File: config.mk
export PLATFORM = sky130hd
export DESIGN_NAME = i2c_addr_seq
export DESIGN_NICKNAME = d
export VERILOG_FILES = /design/src/rtl/i2c_addr_seq.sv
export SDC_FILE = /design/constraint.sdc
export NUM_CORES = 1
export LEC_CHECK = 0
export ABC_AREA = 1
export BUFFER_PORTS_ARGS = -buffer_cell sky130_fd_sc_hd__buf_2
export CAP_MARGIN = 30
export CORE_MARGIN = 3
export CORE_UTILIZATION = 40
export DETAILED_ROUTE_END_ITERATION = 12
export GPL_ROUTABILITY_DRIVEN = 0
export PLACE_DENSITY = 0.63
export SLEW_MARGIN = 20
export SYNTH_ARGS = -nofsm -noshare
export SYNTH_HDL_FRONTEND = slang
export SYNTH_SLANG_ARGS = --single-unit
File: constraint.sdc
create_clock -name clk -period 1.75 [get_ports clk]
set_clock_uncertainty 0.05 [all_clocks]
set_input_delay 0.35 -clock clk [delete_from_list [all_inputs] [get_ports clk]]
set_output_delay 0.35 -clock clk [all_outputs]
set_load 0.03 [all_outputs]
File: src/rtl/i2c_addr_seq.sv
module i2c_addr_seq #(
  parameter int DIV_W = 8
) (
  input  logic             clk,
  input  logic             rst_n,
  input  logic             reg_wr,
  input  logic             reg_rd,
  input  logic [1:0]       reg_addr,
  input  logic [7:0]       reg_wdata,
  output logic [7:0]       reg_rdata,
  input  logic [DIV_W-1:0] scl_half,
  input  logic             bus_busy,
  input  logic             sda_i,
  output logic             scl_o,
  output logic             sda_o,
  output logic             evt_irq
);
  localparam logic [1:0] A_CTRL = 2'd0;
  localparam logic [1:0] A_DATA = 2'd1;
  localparam logic [1:0] A_ST1  = 2'd2;
  localparam logic [1:0] A_ST3  = 2'd3;
  localparam logic [3:0] LAST_BIT = 4'd8;

  typedef enum logic [2:0] {
    S_IDLE, S_START, S_WAIT, S_LO, S_HI, S_HOLD, S_RS_LO, S_RS_HI
  } st_t;

  st_t             state_q;
  logic [DIV_W-1:0] div_q;
  logic [3:0]      bit_q;
  logic [8:0]      sh_q;
  logic            go_q, ten_q, ien_q;
  logic            sb_q, hdr_q, adr_q, nack_q, msl_q, tra_q;
  logic            armed_q, kind_hdr_q;
  logic            scl_q, sda_q;

  logic wr_ctrl, wr_data, rd_s1, rd_s3, timed, tick, clr_byte, clr_adr;

  assign wr_ctrl  = reg_wr && reg_addr == A_CTRL;
  assign wr_data  = reg_wr && reg_addr == A_DATA;
  assign rd_s1    = reg_rd && reg_addr == A_ST1;
  assign rd_s3    = reg_rd && reg_addr == A_ST3;
  assign timed    = state_q inside {S_START, S_LO, S_HI, S_RS_LO, S_RS_HI};
  assign tick     = timed && div_q == scl_half - DIV_W'(1);
  assign clr_byte = armed_q && wr_data && (sb_q || hdr_q);
  assign clr_adr  = armed_q && rd_s3 && adr_q;

  assign scl_o   = scl_q;
  assign sda_o   = sda_q;
  assign evt_irq = ien_q && (sb_q || hdr_q || adr_q);

  always_comb begin
    case (reg_addr)
      A_CTRL:  reg_rdata = {5'b0, ien_q, ten_q, go_q};
      A_ST1:   reg_rdata = {4'b0, hdr_q, nack_q, adr_q, sb_q};
      A_ST3:   reg_rdata = {5'b0, tra_q, bus_busy, msl_q};
      default: reg_rdata = 8'h00;
    endcase
  end

  always_ff @(posedge clk or negedge rst_n) begin
    if (!rst_n) begin
      div_q   <= '0;
      armed_q <= 1'b0;
    end else begin
      div_q   <= (!timed || tick) ? '0 : div_q + DIV_W'(1);
      if (rd_s1)                armed_q <= sb_q || hdr_q || adr_q;
      else if (reg_wr || reg_rd) armed_q <= 1'b0;
    end
  end

  always_ff @(posedge clk or negedge rst_n) begin
    if (!rst_n) begin
      state_q    <= S_IDLE;
      bit_q      <= '0;
      sh_q       <= '1;
      go_q       <= 1'b0;
      ten_q      <= 1'b0;
      ien_q      <= 1'b0;
      sb_q       <= 1'b0;
      hdr_q      <= 1'b0;
      adr_q      <= 1'b0;
      nack_q     <= 1'b0;
      msl_q      <= 1'b0;
      tra_q      <= 1'b0;
      kind_hdr_q <= 1'b0;
      scl_q      <= 1'b1;
      sda_q      <= 1'b1;
    end else begin
      case (state_q)
        S_IDLE: if (go_q && !bus_busy) begin
          state_q <= S_START;
          sda_q   <= 1'b0;
          msl_q   <= 1'b1;
          go_q    <= 1'b0;
        end
        S_START: if (tick) begin
          state_q <= S_WAIT;
          scl_q   <= 1'b0;
          sb_q    <= 1'b1;
        end
        S_WAIT: begin
          if (clr_byte) begin
            sh_q    <= {reg_wdata, 1'b1};
            bit_q   <= '0;
            state_q <= S_LO;
            if (sb_q) begin
              sb_q       <= 1'b0;
              tra_q      <= ~reg_wdata[0];
              kind_hdr_q <= ten_q && reg_wdata[7:3] == 5'b11110 && !reg_wdata[0];
            end else begin
              hdr_q      <= 1'b0;
              kind_hdr_q <= 1'b0;
            end
          end else if (clr_adr) begin
            adr_q   <= 1'b0;
            state_q <= S_HOLD;
          end
        end
        S_LO: begin
          sda_q <= sh_q[8];
          if (tick) begin
            state_q <= S_HI;
            scl_q   <= 1'b1;
          end
        end
        S_HI: if (tick) begin
          scl_q <= 1'b0;
          if (bit_q == LAST_BIT) begin
            nack_q  <= sda_i;
            state_q <= S_WAIT;
            if (kind_hdr_q) hdr_q <= 1'b1;
            else            adr_q <= 1'b1;
          end else begin
            bit_q   <= bit_q + 4'd1;
            sh_q    <= {sh_q[7:0], 1'b0};
            state_q <= S_LO;
          end
        end
        S_HOLD: if (go_q) begin
          state_q <= S_RS_LO;
          go_q    <= 1'b0;
          sda_q   <= 1'b1;
        end
        S_RS_LO: if (tick) begin
          state_q <= S_RS_HI;
          scl_q   <= 1'b1;
        end
        S_RS_HI: if (tick) begin
          state_q <= S_START;
          sda_q   <= 1'b0;
        end
        default: state_q <= S_IDLE;
      endcase
      if (wr_ctrl) begin
        go_q  <= reg_wdata[0];
        ten_q <= reg_wdata[1];
        ien_q <= reg_wdata[2];
      end
    end
  end
endmodule


[Word level (Yosys, flattened, before mapping)]
Cells that the tools add are included.
Word-level totals
  flip-flop bits (word level): 37
  input bits: 24
  output and inout bits: 11
  word-level logic and storage cells: 142
Operators by class
  $add $sub $neg: 3
  equal/unequal tests: 32
  muxes and demuxes: 46
  bitwise operators: 1
  reductions and logical operators: 43
Operators with widths (number)
  $ne A2 B2 Y1 const B: 14
  $mux W3: 9
  $mux W9: 3
  $pmux W3 S8: 1
  $mux W1: 20
  $pmux W9 S2: 1
  $logic_and A1 B1 Y1: 13
  $eq A3 B3 Y1 const B: 4
  $mux W4: 3
  $pmux W4 S3: 1
  $reduce_and A3 Y1: 4
  $reduce_and A6 Y1: 2
  $pmux W1 S2: 5
  $add A8 B1 Y8 const B: 1
  $eq A8 B8 Y1: 1
  $mux W8: 1
  $pmux W4 S2: 1
  $reduce_and A4 Y1: 2
  $reduce_and A8 Y1: 1
  $reduce_bool A2 Y1: 4
  $sub A8 B1 Y8 const B: 1
  $eq A3 B2 Y1 const B: 2
  $ne A2 B1 Y1 const B: 3
  $ne A3 B3 Y1 const B: 2
  other kinds (17): 26

[Logic depth before layout (Yosys ltp)]
Gate-level depths: netlist of run 1.
  depth in word-level cells: 7
  depth in mapped cells: 16
  mapped depth without buffers: 15

[Least setup slack after synthesis of run 1]
OpenSTA, ideal clock, no wires.
  kind: input port to flip-flop
  start: input scl_half[0]
  end: register bit_q[2]
  library setup time: 0.118 ns
  data arrival time: 1.674 ns
  required time: 1.582 ns
  path slack: -0.092 ns
  cell stages on the path: 15
  buffers on the path: 1
  cells stage by stage: inv_2 > ha_1 > inv_1 > nand2_1 > nand2_1 > nand2_1 > nor2_1 > nand2_1 > nor2_4 > nand3_4 > nand2_4 > nand3_4 > buf_6 > nand2_2 > o21ai_2
On the way
  cells in the longest elaborated chain, start to end: 5
RTL lines
  start: declaration: line 11  | input logic [DIV_W-1:0] scl_half,
  $sub A8 B1 Y8: line 44  | assign tick = timed && div_q == scl_half - DIV_W'(1);
  $eq A8 B8 Y1: line 44
  $logic_and A1 B1 Y1: line 44
  $ne A2 B2 Y1 (no source line)
  $reduce_and A4 Y1 (no source line)
  end signal: assignment: line 135  | bit_q <= bit_q + 4'd1;
  end: declaration: line 30  | logic [3:0] bit_q;
Every way passes these cells.
A chain may end at the register's enable or synchronous reset.

[Worst setup path after layout of run 1]
  start: register div_q[6]
  end: register sda_q, in the netlist sda_o
On the way
  cells in the longest elaborated chain, start to end: 4
RTL lines
  start: declaration: line 29  | logic [DIV_W-1:0] div_q;
  start signal: assignment: line 66  | div_q <= (!timed || tick) ? '0 : div_q + DIV_W'(1);
  $eq A8 B8 Y1: line 44
  $logic_and A1 B1 Y1: line 44
  $ne A2 B2 Y1 (no source line)
  $reduce_and A4 Y1 (no source line)
  end signal: assignment: line 121  | sda_q <= sh_q[8];
  end: declaration: line 35  | logic scl_q, sda_q;
Every way passes these cells.

==> results.txt, run 1 <==
Status: finished with violations
Failing checks: setup timing
Longest Clk Path Bufs: 2
Share of post-route cells with drive strength above 1: 31.1%
Number of antenna violations at the first check in global routing: 0
Filler cell count: 562
Clock Latency Late Sink: 0.30 ns
Number of flops mapped to enable cells by yosys: 0
Setup CP Type: flip-flop to flip-flop
Initial Utilization: 41.7%
DR iter-0 viols: 121
Maximum Capacitance Violations: 0
Commonest non-fill, non-tap cell in the layout: nand2_1
IO Count: 35
Diodes inserted: 0
Static Leak: 1.56 nW
Fin crit period: 1.75 ns
PD cells: 1310 nW/um^2
Area of the die: 7190 um^2
Pin count of the biggest net entering global routing: 26
Post-synthesis sequential area ratio: 37.8%
Area Overhead vs Synth: 22.9%
CTS buffer count: 5
RSZ-0062 raised after global routing: true
Total gr overflow: 0
Placed cell count: 457
PnR worst setup slack: -0.00278 ns
Worst EP arrival: 1.93 ns
CP Cell Sequence: xor2_1, nand2_1, nand2_1, nor2_4, nand3_4, a21oi_4, buf_6, nand2_1, nand2_1, nand2_1
DRC Markers: 0
Non-filler cells, final: 470
Synth async-reset ratio: 100%
Clock Pin Slew Worst Setup and Hold Paths: 0.08 ns
Kind of start point of the critical path: flip-flop
Drt pass-1 iters: 4
Per-cell routed wire length: 11.4 um
Met1 GRT Util: 22.9%
Clock sink count: 37
Chip height: 84.8 um
H-Tree Depth: 2
Final period utilization: 100%
Ys Warns: 0
Worst hold path class: input port to flip-flop
First-pass GRT wire length: 9490 um
Crit-path most repeated cell: nand2_1
GR Util met3: 3.63%
Worst vdd ir: 0.757 mV
Row count: 28
Max Fclk: 0.571 GHz
Critical-path top delay cell: dfrtp_1
Worst Path Required: 1.93 ns
CTS tree: built
Via-to-Cell Ratio: 4.71
Seq cells post-synth: 37
Mapped Cells: 342
Final ANT Viol Nets: 0
Synth Cell Area: 2480 um^2
Slowest cell delay on critical path: 0.43 ns
Gr busiest metal: met2
DP Wirelength: 4100 um
Most area-consuming cells after synthesis: dfrtp_1 (26%), nand2_1 (16%), dfstp_2 (12%)
Fin nets: 422
Crit path max fanout: 7
Final setup viols: 1
Number of port buffers: 30
Total GRT Usage: 16.1%
Slew Viols, Final: 0
Post-synth top flop: dfrtp_1
Final wirelength: 5340 um
Root Driver: clkbuf_8
Top cell type by total area after synthesis: dfrtp_1
Critical path capture point type: flip-flop
Syn avg cell area: 7.26 um^2
Vias in the first global route: 2067
Fin Hold WS: 0.216 ns
Die X: 84.8 um
Most frequent cells in the layout: nand2_1 (99), inv_1 (45), buf_2 (29)
Core box area: 5960 um^2
GR Util met2: 24.5%
Synth unique cells: 42
Via Count: 2214
Final-report hold violation count: 0
Synth top area share: 26.2%
==> final cells by class <==
class / instances / area (um^2) / share of cell area (%)
clock buffers: 7 / 86.3 / 2.83
repair buffers: 52 / 349 / 11.4
multi-input cells: 243 / 1330 / 43.5
inverters: 55 / 224 / 7.34
clock inverters: 1 / 30.0 / 0.984
flip-flops and latches: 37 / 940 / 30.8
well taps: 75 / 93.8 / 3.08
==> path summary, 6_finish.rpt <==
check	start	end	slack, ns	cells past startpoint
worst max-delay path	div_q[6]	sda_o	-0.003	10
worst min-delay path	bus_busy	msl_q	0.22	2
max in group asynchronous	rst_n	sh_q[0]	0.63	3
min in group asynchronous	rst_n	nack_q	0.47	2
worst max register to register	div_q[6]	sda_o	-0.003	10
worst min register to register	sda_o	sda_o	0.41	2
==> flip-flops by register name, summed over array words and instances, names as in the netlist, 3 cells and up <==
name     flops
div_q        8
bit_q        4
sh_q         9
state_q      3
==> timing repair <==
action	CTS	global route
setup buffers	1	3
hold buffers	1	0
endpoints found under the hold margin	10	0
resized for setup	1	16
endpoints found under the setup margin	8	25
cloned	0	0
pin swaps	2	6
==> worst max-delay path, delay by kind of cell, from the launching register on <==
family                 cells  cell delay [ns]
AND/OR/NAND/NOR            7             0.61
flip-flops                 1             0.43
AO/OA/AOI/OAI              1             0.26
XOR/XNOR                   1             0.19
buffers and inverters      1             0.13
==> synth_stat cells (2+ instances only) <==
cell type,instances
ha_1,4
nand4_1,3
xnor2_1,2
buf_2,4
nor3b_1,2
o21ai_2,12
nand2_1,104
nand3_1,21
nor4_1,2
dfstp_2,11
inv_1,49
buf_6,2
nand3b_1,2
nor2_2,4
nor3_1,4
buf_4,4
or2_2,2
nand2_2,9
a21oi_1,3
o21ai_0,14
inv_2,5
dfrtp_1,26
nor2_1,27
nand3_4,2
o211ai_1,3
o22ai_1,2
xor2_1,4
==> metrics by stage <==
stage	setup slack, ns	instance area, um^2	utilization (%)	setup TNS, ns	total power (W)
after CTS	0.00693	2990	50.1	0	0.00391
after global placement	-0.314	2850	47.8	-7.48	0.00310
after global routing	-0.102	3050	51.2	-1.31	0.00433
final	-0.00278	3050	51.2	-0.00278	0.00400
after detailed placement	-0.329	2850	47.8	-7.66	0.00312
after floorplan	-0.0234	2530	-	-0.0908	0.00265
==> layer usage <==
layer  up-vias  part of all wire (%)
met5         -                     0
met1       997                    50
met2        46                    45
met3         6                   4.4
li1       1165                     -
met4         0                   1.2
==> power breakdown <==
part	total (W)	internal, W	switching (W)
combinational	0.00186	0.000741	0.00112
sequential	0.00136	0.00116	0.000202
clock	0.000778	0.000465	0.000313
==> logic make-up (layout without fill, tap and decap cells) <==
kind of cell    count (synthesis)  in the layout  share of synthesized area [%]
buf+inv                        65            115                           11.2
xor+xnor                        7              7                           2.77
fa+ha+maj                       4              4                           2.02
other cells                     1              4                          0.151
flops                          37             37                           37.8
simple gates                  186            186                           34.1
compound gates                 42             42                           11.9
Note: power is estimated with default switching activity, not from simulation.
==> run 2: changes to the inputs <==
--- a/config.mk
+++ b/config.mk
@@ -8,6 +8,7 @@
 export ABC_AREA = 1
 export BUFFER_PORTS_ARGS = -buffer_cell sky130_fd_sc_hd__buf_2
 export CAP_MARGIN = 30
+export CORE_ASPECT_RATIO = 1.1
 export CORE_MARGIN = 3
 export CORE_UTILIZATION = 40
 export DETAILED_ROUTE_END_ITERATION = 12
==> constraint.sdc (replaced) <==
create_clock -name clk -period 1.75 [get_ports clk]
set_clock_uncertainty 0.05 [all_clocks]
set_input_delay 0.35 -clock clk [delete_from_list [all_inputs] [get_ports clk]]
set_output_delay 0.35 -clock clk [all_outputs]
set_load 0.005 [all_outputs]
==> results.txt, run 2 (synthesis results as in run 1) <==
Status: finished with violations
Failing checks: setup timing
Number of port buffers: 30 (unchanged)
Share of post-route cells with drive strength above 1: 30.4% (-0.76 points)
Root Driver: clkbuf_8
TNS Setup: -0.0841 ns (-0.0813 ns)
Most frequent cells in the layout: nand2_1 (103), inv_1 (46), buf_2 (29)
IO Count: 35 (unchanged)
Static Leak: 1.57 nW (+0.12%)
Total gr overflow: 0 (unchanged)
Per-cell routed wire length: 11.9 um (+4.7%)
Via Count: 2267 (+2.4%)
Worst EP arrival: 1.90 ns (-0.03 ns)
Design Area, Final: 3050 um^2 (-0.21%)
Slew Viols, Final: 0 (unchanged)
Clock Pin Slew Worst Setup and Hold Paths: 0.07 ns (about the same)
Clock Latency Late Sink: 0.29 ns (about the same)
Critical path capture point type: flip-flop
Max reg flops: 9 (unchanged)
Maximum Capacitance Violations: 0 (unchanged)
Total GRT Usage: 17.1% (+1.0 points)
Crit path max fanout: 13 (+6)
Non-filler cells, final: 472 (+0.43%)
Final ANT Viol Nets: 0 (unchanged)
CTS tree: built
Area of the die: 7190 um^2 (about the same)
Final setup viols: 11 (+10)
Placed cell count: 460 (+0.66%)
Number of antenna violations at the first check in global routing: 0 (unchanged)
First-pass GRT wire length: 9520 um (+0.29%)
Area Overhead vs Synth: 22.6%
Pin count of the biggest net entering global routing: 38 (+46%)
Diodes inserted: 0 (unchanged)
Kind of start point of the critical path: input port
Largest regs: sh_q: 9 flops, div_q: 8 flops, bit_q: 4 flops
Worst vdd ir: 0.746 mV (-1.4%)
Worst hold path class: input port to async pin
Worst Path Required: 1.88 ns (-0.05 ns)
Fin nets: 422 (unchanged)
Via-to-Cell Ratio: 4.80 (+2.0%)
Longest Clk Path Bufs: 2 (unchanged)
Vias in the first global route: 2132 (+3.1%)
Die X: 81.1 um (-4.3%)
Chip height: 88.6 um (+4.5%)
Final-report hold violation count: 0 (unchanged)
Row count: 29 (+3.6%)
H-Tree Depth: 2 (unchanged)
Final period utilization: 101% (+0.92 points)
Commonest non-fill, non-tap cell in the layout: nand2_1
CTS buffer count: 5 (unchanged)
Dpl cell area: 2860 um^2 (+0.35%)
PD cells: 1280 nW/um^2 (-2.2%)
Setup CP Type: input port to flip-flop
Fin crit period: 1.77 ns (+0.0160 ns)
Worst R2R Path Depth: 13 (+3)
Max Fclk: 0.565 GHz (-0.91%)
PnR worst setup slack: -0.0188 ns (-0.0160 ns)
Largest Register: sh_q
DRC Markers: 0 (unchanged)
RSZ-0062 raised after global routing: true
Initial Utilization: 42.3% (+0.55 points)
Drt pass-1 iters: 5 (+1)
Clock sink count: 37 (unchanged)
DR iter-0 viols: 155 (+28%)
Core box area: 5880 um^2 (-1.3%)
DP Wirelength: 4220 um (+2.8%)
Final wirelength: 5610 um (+5.2%)
-- run 2: path summary, 6_finish.rpt --
path                       slack (ns)        start         end
setup / recovery                -0.02  scl_half[1]    bit_q[3]
hold / removal                   0.05        rst_n  state_q[2]
setup reg to reg                -0.01     div_q[5]    bit_q[3]
hold reg to reg                  0.41        sda_o       sda_o
max in group asynchronous        1.24        rst_n     sh_q[4]
min in group clk                 0.24     bus_busy       msl_q
-- run 2: metal layers --
layer | routed length [um] | part of all wire, % | track usage, %
met2 | 2630 | 47 | 28.1
met4 | 77 | 1.4 | 5.99
met5 | 0 | 0 | 0
met3 | 272 | 4.8 | 3.46
met1 | 2640 | 47 | 22.5
-- run 2: cell type report --
| type | instances | area (um^2) |
|---|---|---|
| Clock buffer | 7 | 96.3 |
| Clock inverter | 1 | 5.00 |
| Fill cell | 583 | 2830 |
| Inverter | 55 | 224 |
| Multi-Input combinational cell | 243 | 1320 |
| Sequential cell | 37 | 940 |
| Tap cell | 77 | 96.3 |
| Timing Repair Buffer | 52 | 360 |
-- run 2: report_power, final --
part / internal, W / total, W / switching (W)
Sequential: 0.00116 / 0.00134 / 0.000180
Combinational: 0.000804 / 0.00191 / 0.00110
Clock: 0.000356 / 0.000657 / 0.000301
Total: 0.00232 / 0.00390 / 0.00158
-- run 2: what timing repair did --
action | CTS | global route
buffers inserted | 2 | 1
setup endpoints to repair | 16 | 29
resized for setup | 3 | 8
pin swaps | 4 | 7
hold buffers | 0 | 0
cloned | 0 | 1
-- run 2: metrics by stage --
stage               hold WS [ns]  util [%]  total power [W]  setup slack [ns]
finish                    0.0541      51.8          0.00390           -0.0188
global route              0.0958      51.8          0.00425            -0.152
CTS                       0.0664      50.8          0.00381           -0.0254
detailed placement         0.383      48.6          0.00312            -0.358
global placement           0.380      48.6          0.00308            -0.307
floorplan                0.00441         -          0.00257           -0.0234
-- run 2: critical path: stages --
cell and delay [ns]:
buf_4 0.14, buf_4 0.13, nor2_2 0.13, nand2_2 0.10, nor2_4 0.13, xor2_2 0.21
nand3_4 0.19, nand2_4 0.13, nand3_4 0.10, buf_12 0.17, nand2_2 0.06, o21ai_2 0.05
